**config.mk**
```make
export PLATFORM = sky130hd
export DESIGN_NAME = simt_diverge_ctrl
export DESIGN_NICKNAME = d
export VERILOG_FILES = /design/src/rtl/simt_div_pkg.sv /design/src/rtl/simt_lane_split.sv /design/src/rtl/simt_recon_stack.sv /design/src/rtl/simt_diverge_ctrl.sv
export SDC_FILE = /design/constraint.sdc
export NUM_CORES = 1
export LEC_CHECK = 0
export BUFFER_PORTS_ARGS = -buffer_cell sky130_fd_sc_hd__buf_2
export CAP_MARGIN = 20
export CORE_ASPECT_RATIO = 1.4
export CORE_MARGIN = 3
export CORE_UTILIZATION = 64
export CTS_BUF_LIST = sky130_fd_sc_hd__clkbuf_8
export CTS_CLUSTER_DIAMETER = 40
export DETAILED_ROUTE_END_ITERATION = 7
export GPL_ROUTABILITY_DRIVEN = 0
export PLACE_DENSITY = 0.92
export SLEW_MARGIN = 20
export SYNTH_ARGS = -nofsm -noshare
export SYNTH_HDL_FRONTEND = slang
export SYNTH_SLANG_ARGS = --single-unit
```
**constraint.sdc**
```tcl
create_clock -name clk_i -period 11.2 [get_ports clk_i]
set_input_delay 2.8 -clock clk_i [delete_from_list [all_inputs] [get_ports clk_i]]
set_output_delay 2.8 -clock clk_i [all_outputs]
set_load 0.02 [all_outputs]
```
**src/rtl/simt_div_pkg.sv**
```systemverilog
package simt_div_pkg;
  typedef enum logic [1:0] {
    DIR_FALL  = 2'd0,
    DIR_TAKE  = 2'd1,
    DIR_SPLIT = 2'd2
  } dir_e;
endpackage

```
**src/rtl/simt_lane_split.sv**
```systemverilog
module simt_lane_split
  import simt_div_pkg::*;
#(
  parameter int LANES = 32
) (
  input  logic             branch_i,
  input  logic [LANES-1:0] mask_i,
  input  logic [LANES-1:0] taken_i,
  output dir_e             dir_o,
  output logic [LANES-1:0] take_mask_o,
  output logic [LANES-1:0] fall_mask_o
);
  for (genvar l = 0; l < LANES; l++) begin : g_lane
    assign take_mask_o[l] = mask_i[l] & taken_i[l];
    assign fall_mask_o[l] = mask_i[l] & ~taken_i[l];
  end

  always_comb begin
    if (!branch_i || take_mask_o == '0) dir_o = DIR_FALL;
    else if (fall_mask_o == '0)         dir_o = DIR_TAKE;
    else                                dir_o = DIR_SPLIT;
  end
endmodule

```
**src/rtl/simt_recon_stack.sv**
```systemverilog
module simt_recon_stack #(
  parameter int ENT_W = 64,
  parameter int DEPTH = 8,
  localparam int IDX_W = (DEPTH > 1) ? $clog2(DEPTH) : 1,
  localparam int CNT_W = $clog2(DEPTH + 1)
) (
  input  logic             clk_i,
  input  logic             rst_ni,
  input  logic             clear_i,
  input  logic             push_i,
  input  logic [ENT_W-1:0] push_lo_i,
  input  logic [ENT_W-1:0] push_hi_i,
  input  logic             pop_i,
  output logic [ENT_W-1:0] top_o,
  output logic             empty_o,
  output logic             no_room_o
);
  logic [ENT_W-1:0] mem_q [DEPTH];
  logic [CNT_W-1:0] cnt_q;

  assign empty_o   = (cnt_q == '0);
  // a split needs two free slots
  assign no_room_o = (32'(cnt_q) + 2 > DEPTH);
  assign top_o     = mem_q[IDX_W'(cnt_q - CNT_W'(1))];

  always_ff @(posedge clk_i or negedge rst_ni) begin
    if (!rst_ni)      cnt_q <= '0;
    else if (clear_i) cnt_q <= '0;
    else if (push_i)  cnt_q <= cnt_q + CNT_W'(2);
    else if (pop_i)   cnt_q <= cnt_q - CNT_W'(1);
  end

  always_ff @(posedge clk_i) begin
    if (push_i && !clear_i) begin
      mem_q[IDX_W'(cnt_q)]               <= push_lo_i;
      mem_q[IDX_W'(cnt_q + CNT_W'(1))]   <= push_hi_i;
    end
  end
endmodule

```
**src/rtl/simt_diverge_ctrl.sv**
```systemverilog
module simt_diverge_ctrl
  import simt_div_pkg::*;
#(
  parameter int LANES = 32,
  parameter int PC_W  = 32,
  parameter int DEPTH = 8
) (
  input  logic             clk_i,
  input  logic             rst_ni,
  input  logic             start_i,
  input  logic [PC_W-1:0]  start_pc_i,
  input  logic             issue_i,
  input  logic             branch_i,
  input  logic [LANES-1:0] taken_i,
  input  logic [PC_W-1:0]  target_pc_i,
  input  logic [PC_W-1:0]  next_pc_i,
  input  logic [PC_W-1:0]  reconv_pc_i,
  output logic [PC_W-1:0]  pc_o,
  output logic [LANES-1:0] mask_o,
  output logic             settle_o,
  output logic             overflow_o
);
  localparam int ENT_W = 2 * PC_W + LANES;

  logic [PC_W-1:0]  pc_q, rpc_q;
  logic [LANES-1:0] mask_q, take_mask, fall_mask;
  logic             ovf_q, empty, no_room, go, push, pop;
  logic [ENT_W-1:0] ent_lo, ent_hi, top;
  dir_e             dir;

  simt_lane_split #(.LANES(LANES)) u_split (
    .branch_i    (branch_i),
    .mask_i      (mask_q),
    .taken_i     (taken_i),
    .dir_o       (dir),
    .take_mask_o (take_mask),
    .fall_mask_o (fall_mask)
  );

  // entry layout: {meeting point of the path, resume pc, mask}
  assign ent_lo = {rpc_q, reconv_pc_i, mask_q};
  assign ent_hi = {reconv_pc_i, next_pc_i, fall_mask};

  assign settle_o   = !empty && (pc_q == rpc_q);
  assign go         = issue_i && !settle_o && !start_i;
  assign push       = go && (dir == DIR_SPLIT) && !no_room;
  assign pop        = settle_o && !start_i;

  simt_recon_stack #(.ENT_W(ENT_W), .DEPTH(DEPTH)) u_stack (
    .clk_i     (clk_i),
    .rst_ni    (rst_ni),
    .clear_i   (start_i),
    .push_i    (push),
    .push_lo_i (ent_lo),
    .push_hi_i (ent_hi),
    .pop_i     (pop),
    .top_o     (top),
    .empty_o   (empty),
    .no_room_o (no_room)
  );

  always_ff @(posedge clk_i or negedge rst_ni) begin
    if (!rst_ni) begin
      pc_q   <= '0;
      rpc_q  <= '0;
      mask_q <= '1;
      ovf_q  <= 1'b0;
    end else if (start_i) begin
      pc_q   <= start_pc_i;
      rpc_q  <= '0;
      mask_q <= '1;
      ovf_q  <= 1'b0;
    end else if (pop) begin
      {rpc_q, pc_q, mask_q} <= top;
    end else if (go) begin
      unique case (dir)
        DIR_FALL: pc_q <= next_pc_i;
        DIR_TAKE: pc_q <= target_pc_i;
        default: begin
          if (no_room) ovf_q <= 1'b1;
          else begin
            pc_q   <= target_pc_i;
            mask_q <= take_mask;
            rpc_q  <= reconv_pc_i;
          end
        end
      endcase
    end
  end

  assign pc_o       = pc_q;
  assign mask_o     = mask_q;
  assign overflow_o = ovf_q;
endmodule

```
==> results.cfg <==
[grt]
overflow = 0
grt_first_pass_wirelength_mm = 186
antenna_found_initial = 19
grt_max_degree = 118
grtUsageTotal_pct = 35.4
first_global_vias = 30300

[placed_design]
place_area_sq_um = 45200
dp_hpwl_mm = 69.5
portBuffers = 230

[die]
die_area_sq_um = 71600
start_util_pct = 65.2
ios = 231
die_h_microns = 315
die_x_microns = 227
core_sq_um = 67100
num_rows = 112

[cells_and_area]
multi_input_comb_area_sq_um = 16800
drive_gt1_share_pct = 43.2
regArea_sq_um = 25600
final_area_sq_um = 47900
nFillCells = 3842
finalNetCount = 3076
area_delta_synth_final_pct = 9.59

[logic_synthesis]
synth_flop_cell = edfxtp_1
yosysMostFrequentCell = edfxtp_1
yosysSeqAreaShare_pct = 58.6
synth_common_cells = edfxtp_1 (768), mux2_2 (553), clkbuf_1 (212)
synth.avg_cell_area_sq_um = 15.6
ys_async_sr_fraction_pct = 11.6
syn-num-nets = 2970
ys_warn_count = 0
synth-seq-cells = 869
synth_cell_types = 49
netlist_area_sq_um = 43700
synth-edff-count = 768
synth_cells = 2797
synth_largest_area_cell = edfxtp_1
yosys-top-cells-area = edfxtp_1 (53%), mux2_2 (14%), mux4_2 (9.9%), dfrtp_1 (3.9%), a21boi_0 (3.3%)
synth_top_area_share_pct = 52.7

[clocking]
ctsHoldBuffers = 0
clkLatencyLatePin_ps = 820
cts_sinks = 869
postCtsSetupBuffers = 0
cts_root_buf = clkbuf_8
clockBufferDepth = 3
clk_pin_slew_ps = 70
cts.repair.resized = 0
cts_tree = built
cts_inserted_buffers = 137
htree_levels = 4

[timing]
rsz0062_at_grt = no
max_freq_mhz = 134
maxSlewHeadroom_pct = 22.4
min_period_ps = 7470
layout_worst_path_cycle_share_pct = 66.7
worst_pin_slew_ps = 1160
hold_viol = 0
setup_viol = 0
slew_violations = 0
fin_worst_skew_ps = 48.7
timing.hold.ws_ps = 511

[setup_path]
crit_end = settle_o
worst-path-max-fanout = 82
critical_path_class = register to output port
critPathSlowestCell = or3_4
endpoint_kind = output port
cp.arrival_ps = 4670
worstPathCellList = xor2_1 -> nor4_1 -> nand4_1 -> buf_4 -> or3_4 -> clkinv_4 -> buf_2
r2r_end = u_stack.mem_q[1][3]
startpoint = rpc_q[17]
startpoint_type = register
r2r_slack_ps = 5550
max_stage_delay_ps = 790
reg2reg_from = rpc_q[23]
r2r_cells = 8
crit_required_ps = 8400

[drt]
drtPass1Iterations = 6
vias = 28800
drtIter0Drc = 4209
drtAntennaViolNets = 0
wire_per_inst_microns = 32.7
wirelength_mm = 127
drc = 0
vias_per_cell = 7.43

[run]
cap_violations = 0

[power]
max-vdd-ir-drop_uv = 112
power_density_nw_per_um2 = 146
power.leakage_nw = 16.4

[outcome]
status = completed

[worst_hold_path]
worstHoldPathType = register to register
min_path_cells = 1
[cells in the final DEF, fill, tap and decap left out, types with 8 or more instances in the layout]
master	instances
edfxtp_1	768
mux2_2	553
buf_2	229
a21boi_0	192
mux4_2	192
clkbuf_8	157
nand2_1	74
a21oi_1	69
mux2i_1	68
dfrtp_1	68
o211ai_1	66
buf_4	59
inv_1	45
nor2_1	40
a31oi_1	34
o21ai_0	33
o41ai_1	32
a41oi_1	32
o2bb2ai_1	32
dfstp_2	32
xor2_1	30
clkinv_1	28
nand2b_1	24
mux2_4	24
diode_2	16
a22oi_1	16
clkinv_2	11
nor4_1	9
o2111a_1	8
nand4_1	8
nor3_2	8
[power breakdown]
| group | leakage [nW] | total, mW | internal [mW] | switching, mW |
|---|---|---|---|---|
| Combinational | 6.78 | 0.674 | 0.273 | 0.401 |
| Clock | 1.50 | 2.64 | 1.37 | 1.27 |
| Sequential | 8.08 | 3.67 | 3.60 | 0.0652 |
| Total | 16.4 | 6.98 | 5.25 | 1.74 |
[how the worst min path moves through the flow]
stage / start / to
floorplan: mask_o[20] / mask_o[20]
global placement: overflow_o / overflow_o
detailed placement: overflow_o / overflow_o
CTS: overflow_o / overflow_o
global route: overflow_o / overflow_o
finish: overflow_o / overflow_o
[worst max-delay path: cells and delay by family, from the launching register on]
family,cells,cell delay [ps]
AND/OR/NAND/NOR,3,2010
buffers and inverters,3,1070
flip-flops,1,500
XOR/XNOR,1,220
[state kept, by name (all words and copies together) (netlist names)]
register / count
overflow_o: 1
rpc_q: 32
pc_o: 32
u_stack.mem_q: 768
u_stack.cnt_q: 4
mask_o: 32
[metrics by stage]
| stage | setup slack (ps) | util (%) | power [mW] | std cells | TNS, ps |
|---|---|---|---|---|---|
| after global routing | 3650 | 71.4 | 7.16 | 3868 | 0 |
| after global placement | 4270 | 67.3 | 4.34 | 3617 | 0 |
| after CTS | 3830 | 71.3 | 6.96 | 3860 | 0 |
| after floorplan | -75.4 | - | 4.13 | 2797 | -50650 |
| final | 3730 | 71.4 | 6.98 | 3877 | 0 |
| after detailed placement | 4270 | 67.4 | 4.38 | 3618 | 0 |
[routing by layer]
| metal | up-vias | GRT usage (%) | part of all wire [%] |
|---|---|---|---|
| met2 | 2660 | 56.9 | 48 |
| met3 | 639 | 10.4 | 13 |
| met4 | 12 | 20.9 | 6.5 |
| met5 | - | 0 | 0.070 |
| li1 | 11400 | - | - |
| met1 | 14200 | 42.7 | 32 |
[logic make-up after synthesis]
| logic type | synth area share [%] |
|---|---|
| and+or+nand+nor | 2.01 |
| muxes | 26.5 |
| adders and majority gates | 0.229 |
| DFF | 58.6 |
| buffers and inverters | 3.28 |
| AOI/OAI and AO/OA | 8.62 |
| xor gates and xnor gates | 0.761 |
[area by class of cell]
cell class,count,area share (%)
flip-flops and latches,869,53.5
multi-input cells,1588,35.1
clock buffers,157,4.51
repair buffers,292,3.46
well taps,855,2.23
clock inverters,85,1.01
inverters,15,0.133
diodes,16,0.0835
Power figures use the tool's default switching activity.
